--- src/rtl/bce_pkg.sv ---
package bce_pkg;

    typedef enum logic [2:0] {
        ST_IDLE    = 3'd0,
        ST_CHECK   = 3'd1,
        ST_READ    = 3'd2,
        ST_WRITE   = 3'd3,
        ST_FINISH  = 3'd4,
        ST_SUSPEND = 3'd5
    } bce_state_e;

endpackage

--- src/rtl/bce_fsm.sv ---
module bce_fsm
    import bce_pkg::*;
(
    input  logic       clk,
    input  logic       rst_n,
    input  logic       start,
    input  logic       len_zero,
    input  logic       irq_req,
    input  logic       mem_ack,
    output bce_state_e state,
    output logic       load,
    output logic       step,
    output logic       capture,
    output logic       busy,
    output logic       done,
    output logic       intr_taken,
    output logic       wb_valid
);

    bce_state_e state_q, state_d;

    // state register
    always_ff @(posedge clk or negedge rst_n) begin
        if (!rst_n) state_q <= ST_IDLE;
        else        state_q <= state_d;
    end

    // next-state logic
    always_comb begin
        state_d = state_q;
        unique case (state_q)
            ST_IDLE:    if (start) state_d = ST_CHECK;
            ST_CHECK: begin
                if (len_zero)     state_d = ST_FINISH;
                else if (irq_req) state_d = ST_SUSPEND;
                else              state_d = ST_READ;
            end
            ST_READ:    if (mem_ack) state_d = ST_WRITE;
            ST_WRITE:   if (mem_ack) state_d = ST_CHECK;
            ST_FINISH:  state_d = ST_IDLE;
            ST_SUSPEND: state_d = ST_IDLE;
            default:    state_d = ST_IDLE;
        endcase
    end

    // outputs
    always_comb begin
        load       = 1'b0;
        step       = 1'b0;
        capture    = 1'b0;
        done       = 1'b0;
        intr_taken = 1'b0;
        wb_valid   = 1'b0;
        busy       = 1'b1;
        unique case (state_q)
            ST_IDLE: begin
                busy = 1'b0;
                load = start;
            end
            ST_CHECK:   ;
            ST_READ:    capture = mem_ack;
            ST_WRITE:   step    = mem_ack;
            ST_FINISH: begin
                done     = 1'b1;
                wb_valid = 1'b1;
            end
            ST_SUSPEND: begin
                intr_taken = 1'b1;
                wb_valid   = 1'b1;
            end
            default:    busy = 1'b0;
        endcase
    end

    assign state = state_q;

    AST_DONE_SINGLE: assert property (@(posedge clk) disable iff (!rst_n)
        done |=> !done);

    AST_INTR_SINGLE: assert property (@(posedge clk) disable iff (!rst_n)
        intr_taken |=> (!intr_taken && !busy));

    AST_START_IGNORED_BUSY: assert property (@(posedge clk) disable iff (!rst_n)
        (busy && start) |-> !load);

endmodule

--- src/rtl/bce_progress.sv ---
module bce_progress #(
    parameter int AW = 32,
    parameter int LW = 32,
    parameter int STEP_BYTES = 4
) (
    input  logic          clk,
    input  logic          rst_n,
    input  logic          load,
    input  logic          step,
    input  logic [AW-1:0] src_in,
    input  logic [AW-1:0] dst_in,
    input  logic [LW-1:0] len_in,
    input  logic [AW-1:0] pc_in,
    output logic [AW-1:0] src_q,
    output logic [AW-1:0] dst_q,
    output logic [LW-1:0] len_q,
    output logic [AW-1:0] pc_q,
    output logic          len_zero
);

    localparam logic [AW-1:0] PTR_INC = AW'(STEP_BYTES);
    localparam logic [LW-1:0] LEN_DEC = LW'(1);

    always_ff @(posedge clk or negedge rst_n) begin
        if (!rst_n) begin
            src_q <= '0;
            dst_q <= '0;
            len_q <= '0;
            pc_q  <= '0;
        end else if (load) begin
            src_q <= src_in;
            dst_q <= dst_in;
            len_q <= len_in;
            pc_q  <= pc_in;
        end else if (step) begin
            src_q <= src_q + PTR_INC;
            dst_q <= dst_q + PTR_INC;
            len_q <= len_q - LEN_DEC;
        end
    end

    assign len_zero = (len_q == '0);

    AST_LEN_HOLD: assert property (@(posedge clk) disable iff (!rst_n)
        (!step && !load) |=> ($stable(len_q) && $stable(src_q) && $stable(dst_q)));

    AST_PC_HOLD: assert property (@(posedge clk) disable iff (!rst_n)
        !load |=> $stable(pc_q));

endmodule

--- src/rtl/bce_memif.sv ---
module bce_memif
    import bce_pkg::*;
#(
    parameter int AW = 32,
    parameter int DW = 32
) (
    input  logic          clk,
    input  logic          rst_n,
    input  bce_state_e    state,
    input  logic          capture,
    input  logic          mem_ack,
    input  logic [AW-1:0] src_q,
    input  logic [AW-1:0] dst_q,
    input  logic [DW-1:0] mem_rdata,
    output logic          mem_req,
    output logic          mem_we,
    output logic [AW-1:0] mem_addr,
    output logic [DW-1:0] mem_wdata
);

    logic [DW-1:0] buf_q;

    always_ff @(posedge clk or negedge rst_n) begin
        if (!rst_n)       buf_q <= '0;
        else if (capture) buf_q <= mem_rdata;
    end

    always_comb begin
        mem_req  = 1'b0;
        mem_we   = 1'b0;
        mem_addr = '0;
        unique case (state)
            ST_READ: begin
                mem_req  = 1'b1;
                mem_addr = src_q;
            end
            ST_WRITE: begin
                mem_req  = 1'b1;
                mem_we   = 1'b1;
                mem_addr = dst_q;
            end
            default: ;
        endcase
    end

    assign mem_wdata = buf_q;

    AST_REQ_HELD: assert property (@(posedge clk) disable iff (!rst_n)
        (mem_req && !mem_ack) |=> (mem_req && $stable(mem_addr) && $stable(mem_we)));

    AST_WRITE_AFTER_READ: assert property (@(posedge clk) disable iff (!rst_n)
        (mem_req && !mem_we && mem_ack) |=> (mem_req && mem_we && mem_wdata == $past(mem_rdata)));

endmodule

--- src/rtl/blk_copy_engine.sv ---
module blk_copy_engine
    import bce_pkg::*;
#(
    parameter int AW = 32,
    parameter int DW = 32,
    parameter int LW = 32
) (
    input  logic          clk,
    input  logic          rst_n,
    input  logic          start,
    input  logic [AW-1:0] pc_in,
    input  logic [AW-1:0] src_in,
    input  logic [AW-1:0] dst_in,
    input  logic [LW-1:0] len_in,
    input  logic          irq_req,
    output logic          mem_req,
    output logic          mem_we,
    output logic [AW-1:0] mem_addr,
    output logic [DW-1:0] mem_wdata,
    input  logic [DW-1:0] mem_rdata,
    input  logic          mem_ack,
    output logic          busy,
    output logic          done,
    output logic          intr_taken,
    output logic          wb_valid,
    output logic [AW-1:0] wb_src,
    output logic [AW-1:0] wb_dst,
    output logic [LW-1:0] wb_len,
    output logic [AW-1:0] epc
);

    localparam int WORD_BYTES = DW / 8;

    bce_state_e    state;
    logic          load, step, capture, len_zero;
    logic [AW-1:0] src_q, dst_q, pc_q;
    logic [LW-1:0] len_q;

    bce_fsm u_fsm (
        .clk        (clk),
        .rst_n      (rst_n),
        .start      (start),
        .len_zero   (len_zero),
        .irq_req    (irq_req),
        .mem_ack    (mem_ack),
        .state      (state),
        .load       (load),
        .step       (step),
        .capture    (capture),
        .busy       (busy),
        .done       (done),
        .intr_taken (intr_taken),
        .wb_valid   (wb_valid)
    );

    bce_progress #(.AW(AW), .LW(LW), .STEP_BYTES(WORD_BYTES)) u_progress (
        .clk      (clk),
        .rst_n    (rst_n),
        .load     (load),
        .step     (step),
        .src_in   (src_in),
        .dst_in   (dst_in),
        .len_in   (len_in),
        .pc_in    (pc_in),
        .src_q    (src_q),
        .dst_q    (dst_q),
        .len_q    (len_q),
        .pc_q     (pc_q),
        .len_zero (len_zero)
    );

    bce_memif #(.AW(AW), .DW(DW)) u_memif (
        .clk       (clk),
        .rst_n     (rst_n),
        .state     (state),
        .capture   (capture),
        .mem_ack   (mem_ack),
        .src_q     (src_q),
        .dst_q     (dst_q),
        .mem_rdata (mem_rdata),
        .mem_req   (mem_req),
        .mem_we    (mem_we),
        .mem_addr  (mem_addr),
        .mem_wdata (mem_wdata)
    );

    assign wb_src = src_q;
    assign wb_dst = dst_q;
    assign wb_len = len_q;
    assign epc    = pc_q;

    AST_IDLE_QUIET: assert property (@(posedge clk) disable iff (!rst_n)
        !busy |-> !mem_req);

    AST_DONE_LEN_ZERO: assert property (@(posedge clk) disable iff (!rst_n)
        done |-> (wb_len == '0 && !intr_taken));

endmodule

--- config.mk ---
export PLATFORM = sky130hd
export DESIGN_NAME = blk_copy_engine
export DESIGN_NICKNAME = d
export VERILOG_FILES = /design/src/rtl/bce_pkg.sv /design/src/rtl/bce_fsm.sv /design/src/rtl/bce_progress.sv /design/src/rtl/bce_memif.sv /design/src/rtl/blk_copy_engine.sv
export SDC_FILE = /design/constraint.sdc
export NUM_CORES = 1
export LEC_CHECK = 0
export ABC_AREA = 1
export BUFFER_PORTS_ARGS = -buffer_cell sky130_fd_sc_hd__buf_2
export CORE_MARGIN = 2
export CORE_UTILIZATION = 40
export DETAILED_ROUTE_END_ITERATION = 8
export PLACE_DENSITY_LB_ADDON = 0.15
export SYNTH_ARGS = -nofsm -noshare
export SYNTH_HDL_FRONTEND = slang
export SYNTH_SLANG_ARGS = --single-unit
--- constraint.sdc ---
create_clock -name clk -period 1.7 [get_ports clk]
set_input_delay 0.17 -clock clk [delete_from_list [all_inputs] [get_ports clk]]
set_output_delay 0.17 -clock clk [all_outputs]
set_load 0.01 [all_outputs]
==> results.toml, run 1 <==
[status]
status = "finished with violations"
failed_checks = "setup timing"

[place]
post_dp_cell_area_um2 = 12900
place_congestion = 0.986
io_buffers = 362
placed_cells = 2219
pre_cts_ws_ns = -0.0343
dp_hpwl_um = 29900

[yosys]
synth_area_um2 = 10100
ys_ff_latch = 163
synth-edff-count = 0
synthArstFlopShare = 1.00
avgSynthCellArea_um2 = 6.77
ys_types = 37
ys_top_cells_by_count = "nand2_1, nor2_1, inv_1"
synthFlopType = "dfrtp_1"
synth-seq-area-share = 0.405
syn-num-nets = 1656
post-synth-top-count-cell = "nand2_1"
syn_inst = 1487
synth.top_cell.area_share = 0.405
yosys_warnings = 0
synth_top_area_cell = "dfrtp_1"
yosys-top-cells-area = "dfrtp_1, nand2_1, nor2_1, inv_1, o21ai_0"

[finish]
fin_area_um2 = 15400
fillCellCount = 2413
drive_gt1_frac = 0.324
final_util = 0.616
regArea_um2 = 4080
syn2layout_area_growth_pct = 52.8
multi_input_area_um2 = 5490
nets = 2193
fin_cells = 2371

[clock_tree]
numCtsBuffers = 17
cts_tree = "done"
clock-sinks = 163
clk_latency_ns = 0.44
root_buffer = "clkbuf_16"
clk_pin_slew_ns = 0.07
cts_buffer_depth = 2
htreeDepth = 4

[routing]
drt_iter0_drc = 1169
finalWirelength_um = 43300
dr.pass1.iters = 6
route.detailed.drc = 0
vias = 12349
wl_per_cell_um = 18.3
viasPerCell = 5.21
ant_nets = 0

[sta]
setup_violations = 77
max-slew-margin-rel = 0.667
fin_ws_ns = -0.201
final.setup_skew_ns = 0.0122
worstMarginPinSlew_ns = 0.495
rsz0062_at_grt = "true"
fin_crit_ns = 1.90
max_freq_mhz = 526
finalMaxSlewViolations = 0
fin_crit_sh = 1.12
hold_violations = 0

[grt]
grt_pass1_wl_um = 61800
grt_pass1_vias = 11161
grt_max_degree = 60
grt_usage = 0.302
grt_antenna_before_repair = 6
grt-ovfl-total = 0

[power]
power_density_nw_per_um2 = 1710
p_leak_uw = 0.00795
ir_worst_vdd_v = 0.000773
total_power_uw = 26200

[hold_path]
hold_start = "len_in[12]"
hold_path_class = "in -> reg"
hold_end = "u_progress.len_q[12]"
min_path_cells = 3

[floorplanning]
die_y_um = 163
start_util = 0.403
rows = 58
die_area_um2 = 26400
core_um2 = 25000
io_pins = 363
die_w_um = 163

[worst_setup_path]
worstSetupPathType = "reg -> out"
cp_data_arrival_time_ns = 1.73
rr_worst_depth = 9
reg2reg_from = "u_fsm.state[2]"
crit_path_start_kind = "register"
endpoint_kind = "output port"
r2r_end = "u_progress.src_q[13]"
reg2reg_slack_ns = -0.13
crit_required_ns = 1.53
path_max_fanout = 11

[job]
maxCapViolations = 0
[kinds of logic (layout without fill, tap and decap cells)]
kind of cell               Yosys count  count (layout)  share of synthesized area
and+or+nand+nor                    856             856                      0.347
adders and majority gates            4               4                    0.00498
buffers and inverters              227             777                     0.0908
AOI/OAI and AO/OA                  199             199                      0.111
xor gates and xnor gates             6               6                    0.00522
DFF                                163             163                      0.405
muxes                               32              32                     0.0358
other                                0               4                          0
[layout by cell type, fill, tap and decap left out, drive strengths merged]
cell type      n
a211oi         2
a21boi         1
a21oi          8
a22o           3
a31oi          5
a32oi          1
buf          487
clkbuf        28
clkinv         3
clkinvlp       2
dfrtp        163
diode          4
dlygate4sd3   77
ha             4
inv          180
mux2          32
nand2        486
nand3        105
nand3b         6
nand4         16
nor2         218
nor3          14
nor4           2
o211ai        11
o21ai        120
o21bai         4
o22ai         44
or2            9
xnor2          1
xor2           5
[layer usage]
metal	track usage	part of all wire	vias up
met2	0.496	0.47	624
met3	0.0525	0.085	115
met5	0	0.00055	-
met1	0.396	0.40	5749
met4	0.126	0.044	4
li1	-	-	5857
[repair_timing]
item | in CTS | in global routing
hold buffers | 77 | 0
gates cloned | 3 | 11
endpoints found under the hold margin | 236 | 0
buffers inserted | 4 | 21
resized for setup | 44 | 100
pin swaps | 1 | 10
setup endpoints to repair | 57 | 155
[area by class of cell]
cell class              count  share of cell area
diodes                      4            0.000651
clock buffers              18              0.0286
clock inverters            14             0.00871
inverters                 171              0.0426
multi-input cells        1097               0.357
flip-flops and latches    163               0.266
well taps                 330              0.0269
repair buffers            574               0.270
[flip-flops by register name (all words and copies together) (netlist names)]
name / flops
u_progress.dst_q: 32
u_progress.pc_q: 32
u_progress.len_q: 32
u_memif.mem_wdata: 32
u_fsm.state: 3
u_progress.src_q: 32
[worst max-delay path by stage]
stage	cells past startpoint	slack [ns]	startpoint	endpoint
floorplan	8	0.01	u_progress.dst_q[2]	u_progress.dst_q[14]
global placement	6	0.003	u_fsm.state[1]	u_progress.len_q[5]
detailed placement	6	-0.03	u_fsm.state[1]	u_progress.src_q[17]
CTS	7	-0.14	u_fsm.state[2]	mem_addr[12]
global route	7	-0.25	u_fsm.state[2]	mem_addr[31]
finish	7	-0.20	u_fsm.state[2]	mem_addr[31]
[through the flow]
stage | setup TNS, ns | hold slack, ns
final | -6.64 | 0.0110
after global routing | -13.66 | 0.0189
after CTS | -6.13 | 0.00425
after detailed placement | -0.114 | 0.0592
after global placement | 0 | 0.0613
after floorplan | 0 | -0.126
[report_power, final]
part,switching (uW),internal [uW],total (uW),leakage [uW]
combinational,8500,6230,14700,0.00569
clock,1870,1990,3850,0.000279
sequential,1950,5700,7650,0.00197
total,12300,13900,26200,0.00795
[critical path, stage by stage, from the launching register on]
cell     delay, ns
dfrtp_1       0.41
inv_2         0.09
nand2_4       0.09
nor2_4        0.17
inv_4         0.09
buf_12        0.16
o22ai_1       0.12
buf_4         0.17
Note: power is estimated with default switching activity, not from simulation.
==> run 2: changes to the inputs <==
--- a/config.mk
+++ b/config.mk
@@ -8,7 +8,7 @@
 export ABC_AREA = 1
 export BUFFER_PORTS_ARGS = -buffer_cell sky130_fd_sc_hd__buf_2
 export CORE_MARGIN = 2
-export CORE_UTILIZATION = 40
+export CORE_UTILIZATION = 35
 export DETAILED_ROUTE_END_ITERATION = 8
 export PLACE_DENSITY_LB_ADDON = 0.15
 export SYNTH_ARGS = -nofsm -noshare
==> run 2 against run 1 <==
The flow still finishes with violations (setup timing). Highest routed layer unchanged. Via count shrank 3.2%. Largest cell class unchanged. Power shrank 3.6%. Critical path depth grew 1. Design area shrank 2.7%. Register-to-register slack gained 0.03 ns. Count of clock-buffer cells in the layout shrank 1. Global-route usage shrank 3.2 points. Largest power group unchanged.
==> results.toml, run 2 (synthesis gave the netlist of run 1 again) <==
[clock_tree]
clock-sinks = 163
cts_buffer_depth = 2
htreeDepth = 4
root_buffer = "clkbuf_16"
clk_pin_slew_ns = 0.08
cts_tree = "done"
clk_latency_ns = 0.44
numCtsBuffers = 17

[place]
dp_hpwl_um = 31200
post_dp_cell_area_um2 = 13000
io_buffers = 362
place_congestion = 1.01

[routing]
vias = 11956
route.detailed.drc = 0
ant_nets = 0
drt_iter0_drc = 1077
finalWirelength_um = 41600
dr.pass1.iters = 7
viasPerCell = 4.97
wl_per_cell_um = 17.3

[finish]
nets = 2174
drive_gt1_frac = 0.297
most-common-layout-cells = "nand2_1, buf_2, nor2_1, inv_1, dfrtp_1"
syn2layout_area_growth_pct = 48.6
fin_area_um2 = 15000
final_common_cell = "nand2_1"
final_util = 0.525
fillCellCount = 2871

[power]
swShare = 0.463
pwr-share-seq = 0.298
ir_worst_vdd_v = 0.000749
p_comb_frac = 0.536
switching_power_uw = 11700
p_leak_uw = 0.00779
p_int_uw = 13600
power_density_nw_per_um2 = 1690
clkPwrFrac = 0.166

[floorplanning]
io_pins = 363
start_util = 0.353
core_um2 = 28500
die_w_um = 174
rows = 62
die_area_um2 = 30100
die_y_um = 174

[hold_path]
hold_path_class = "in -> reg"

[sta]
final.setup_skew_ns = 0.0101
setup_violations = 90
rsz0062_at_grt = "true"
hold_violations = 0
worstMarginPinSlew_ns = 0.498
max-slew-margin-rel = 0.665
fin_ws_ns = -0.199
finalMaxSlewViolations = 0
max_freq_mhz = 527
fin_crit_sh = 1.12
fin_crit_ns = 1.90

[worst_setup_path]
cp_cell_sequence = "inv_2 -> nand2_4 -> nor2_1 -> buf_4 -> inv_8 -> clkbuf_16 -> o22ai_2 -> buf_2"
rr_worst_depth = 7
endpoint_kind = "output port"
path_buf_inv = 5
path_depth = 8
critPathLaunch = "u_fsm.state[2]"
crit_required_ns = 1.53
worstSetupPathType = "reg -> out"
critPathSlowestCell = "dfrtp_1"
path_max_fanout = 7
cp_top_family = "buffers and inverters"
r2r_end = "u_progress.src_q[13]"
max_stage_delay_ns = 0.40
crit_path_start_kind = "register"
reg2reg_slack_ns = -0.10
reg2reg_from = "u_fsm.state[2]"
cp_data_arrival_time_ns = 1.73
crit_end = "mem_addr[23]"

[grt]
grt_antenna_before_repair = 6
grt_max_degree = 62
grt_pass1_wl_um = 63900
grt-ovfl-total = 0
grt_pass1_vias = 11592
grt_usage = 0.271

[status]
failed_checks = "setup timing"
status = "finished with violations"

[job]
maxCapViolations = 0
[run 2: area by class of cell]
class                      count  area, um2  share of cell area
antenna                        5       12.5            0.000837
clock buffer                  17        425              0.0285
clock inverter                14        189              0.0126
inverter                     171        652              0.0436
multi-input combinational   1097       5360               0.358
sequential                   163       4080               0.273
tap                          384        480              0.0321
timing repair buffer         555       3750               0.251
[run 2: worst min-delay path by stage]
stage / slack [ns] / endpoint / startpoint / cells after the start
4_1_cts: 0.0003 / u_progress.dst_q[4] / dst_in[4] / 3
3_5_place_dp: 0.04 / u_progress.src_q[24] / rst_n / 1
6_report: 0.03 / u_progress.len_q[12] / len_in[12] / 3
3_3_place_gp: 0.05 / u_progress.src_q[24] / rst_n / 1
5_1_grt: 0.03 / u_progress.src_q[11] / src_in[11] / 3
2_1_floorplan: -0.13 / u_fsm.state[0] / rst_n / 0
[run 2: timing repair]
action | 4_1_cts | 5_1_grt
pin swaps | 1 | 2
hold buffers | 79 | 1
setup buffers | 3 | 2
endpoints found under the setup margin | 37 | 169
gates cloned | 0 | 4
hold endpoints to repair | 241 | 1
gates resized for setup | 32 | 46
[run 2: stage by stage]
step,cells,total power (uW),setup slack (ns),TNS (ns),hold slack [ns]
after floorplan,1487,14000,0.0102,0,-0.126
after global placement,2281,19900,-0.0119,-0.0221,0.0461
after detailed placement,2281,20100,-0.0106,-0.0196,0.0446
after CTS,2394,24700,-0.213,-5.89,0.000262
after global routing,2404,27100,-0.270,-20.91,0.0255
final,2406,25300,-0.199,-7.49,0.0313
[run 2: power by group through the flow]
stage | Combinational (uW) | Clock, uW | Sequential, uW
2_1_floorplan | 5990 | 0 | 8020
3_3_place_gp | 12400 | 0 | 7490
3_5_place_dp | 12500 | 0 | 7520
4_1_cts | 13000 | 4280 | 7470
5_1_grt | 14900 | 4430 | 7800
6_report | 13500 | 4200 | 7540
[run 2: worst register-to-register path: stages (launching register included)]
cell and delay [ns]:
dfrtp_1 0.40, buf_4 0.15, nor2_1 0.20, nand3_4 0.19
buf_4 0.27, or2_2 0.31, nand3_1 0.07, o21ai_0 0.07
[run 2: routing by layer]
layer / track usage / up-vias / wire length, um / share of wire
met1: 0.351 / 5590 / 17500 / 0.42
met2: 0.441 / 475 / 19600 / 0.47
met5: 0 / - / 13 / 0.00031
li1: - / 5816 / - / -
met3: 0.0572 / 73 / 3060 / 0.074
met4: 0.109 / 2 / 1380 / 0.033
==> run 3: changes to the inputs <==
--- a/config.mk
+++ b/config.mk
@@ -7,6 +7,7 @@
 export LEC_CHECK = 0
 export ABC_AREA = 1
 export BUFFER_PORTS_ARGS = -buffer_cell sky130_fd_sc_hd__buf_2
+export CAP_MARGIN = 20
 export CORE_MARGIN = 2
 export CORE_UTILIZATION = 35
 export DETAILED_ROUTE_END_ITERATION = 8
==> constraint.sdc (replaced) <==
create_clock -name clk -period 1.61 [get_ports clk]
set_input_delay 0.161 -clock clk [delete_from_list [all_inputs] [get_ports clk]]
set_output_delay 0.161 -clock clk [all_outputs]
set_load 0.01 [all_outputs]
==> run 3 against run 2 <==
The run ends with hold timing, setup timing left. Register-to-register slack got worse by 0.07 ns. Clock skew grew 0.0058 ns. Worst setup slack worse by 0.12 ns. First-iteration DRC count down 18%. Largest cell class unchanged.
==> results.toml, run 3 (synthesis gave the netlist of run 1 again) <==
[hold_path]
hold_start = "len_in[6]"
hold_path_class = "in -> reg"

[sta]
fin_crit_ns = 1.93
final.setup_skew_ns = 0.0159
max_freq_mhz = 518
worstMarginPinSlew_ns = 0.462
rsz0062_at_grt = "true"
timing.hold.ws_ns = -0.00403
max-slew-margin-rel = 0.692
fin_crit_sh = 1.20
setup_violations = 127
finalMaxSlewViolations = 0
hold_violations = 1
fin_ws_ns = -0.319

[floorplanning]
die_y_um = 174
start_util = 0.353
die_area_um2 = 30100
core_um2 = 28500
rows = 62
io_pins = 363
die_w_um = 174

[clock_tree]
clk_latency_ns = 0.44
root_buffer = "clkbuf_16"
clk_pin_slew_ns = 0.07
numCtsBuffers = 17
cts_tree = "done"
clock-sinks = 163
htreeDepth = 4
cts_buffer_depth = 2

[routing]
route.detailed.drc = 0
viasPerCell = 5.08
dr.pass1.iters = 8
drt_iter0_drc = 885
wl_per_cell_um = 18.4
vias = 12785
ant_nets = 0
finalWirelength_um = 46300

[worst_setup_path]
crit_path_start_kind = "register"
reg2reg_from = "u_fsm.state[1]"
cp_cell_sequence = "inv_2 -> nand2_4 -> inv_4 -> nand2_8 -> buf_12 -> buf_16 -> o22ai_4 -> buf_2"
path_max_fanout = 5
worstSetupPathType = "reg -> out"
critPathSlowestCell = "dfrtp_1"
cp_data_arrival_time_ns = 1.77
endpoint_kind = "output port"
max_stage_delay_ns = 0.40
critPathLaunch = "u_fsm.state[2]"
crit_required_ns = 1.45

[power]
power_density_nw_per_um2 = 1840
p_leak_uw = 0.00867
switching_power_uw = 14100
ir_worst_vdd_v = 0.000681
p_int_uw = 17200
swShare = 0.452
clkPwrFrac = 0.138
p_comb_frac = 0.608
pwr-share-seq = 0.253
total_power_uw = 31300

[grt]
grt_usage = 0.297
grt_pass1_wl_um = 69200
grt_max_degree = 36
grt-ovfl-total = 0
grt_antenna_before_repair = 5
grt_pass1_vias = 12147

[place]
place_congestion = 0.986
io_buffers = 362
pre_cts_ws_ns = -0.108
dp_hpwl_um = 32200

[status]
failed_checks = "hold timing, setup timing"
status = "finished with violations"

[finish]
fillCellCount = 2666
most-common-layout-cells = "nand2_1, buf_2, nor2_1, inv_1, dfrtp_1"
final_common_cell = "nand2_1"
drive_gt1_frac = 0.363
nets = 2287
syn2layout_area_growth_pct = 69.0
final_util = 0.597

[job]
maxCapViolations = 0
[run 3: cell type report]
cell class	instances	area, um2	area share
Antenna cell	3	7.51	0.000442
Clock buffer	17	425	0.0250
Clock inverter	15	184	0.0108
Inverter	171	674	0.0397
Multi-Input combinational cell	1097	5710	0.336
Sequential cell	163	4090	0.240
Tap cell	384	480	0.0283
Timing Repair Buffer	668	5430	0.319
[run 3: stage by stage]
| step | TNS [ns] | cells | instance area [um2] | hold WS (ns) |
|---|---|---|---|---|
| after floorplan | -0.0200 | 1487 | 10100 | -0.135 |
| after global placement | -0.953 | 2350 | 13700 | 0.126 |
| after detailed placement | -1.51 | 2350 | 13700 | 0.124 |
| after CTS | -17.93 | 2505 | 16500 | 0.000447 |
| after global routing | -24.89 | 2516 | 17000 | 0.00757 |
| final | -16.61 | 2518 | 17000 | -0.00403 |
[run 3: power groups by stage]
stage                     Clock [uW]  Combinational, uW  Sequential [uW]
after floorplan                    0               6340             8480
after global placement             0              14200             7770
after detailed placement           0              14300             7810
after CTS                       4400              17900             7780
after global routing            4570              20400             8150
final                           4330              19000             7920
[run 3: what timing repair did]
action,CTS,global route
hold buffers,76,0
resized for setup,165,103
setup endpoints to repair,82,192
setup buffers,26,10
pin swaps,23,29
gates cloned,22,4
endpoints found under the hold margin,103,0
[run 3: path summary, 6_finish.rpt]
check | end | slack, ns | cells past startpoint
worst min register to register | u_progress.pc_q[4] | 0.48 | 2
max in group asynchronous | u_progress.len_q[2] | 0.81 | 3
worst max register to register | u_progress.dst_q[30] | -0.17 | 9
min in group asynchronous | u_progress.src_q[18] | 0.23 | 2
worst min-delay path | u_progress.len_q[6] | -0.004 | 3
worst max-delay path | mem_addr[17] | -0.32 | 8
[run 3: routing by layer]
| metal | track usage | up-vias | wire [um] |
|---|---|---|---|
| met2 | 0.496 | 577 | 22300 |
| met5 | 0 | - | 26 |
| met3 | 0.0575 | 110 | 3510 |
| li1 | - | 6043 | - |
| met1 | 0.380 | 6051 | 18500 |
| met4 | 0.119 | 4 | 2020 |
[run 3: worst max-delay path, delay by kind of cell, from the launching register on]
kind / cells / cell delay (ns)
buffers and inverters: 5 / 0.62
DFF: 1 / 0.40
AOI/OAI and AO/OA: 1 / 0.18
and+or+nand+nor: 2 / 0.14
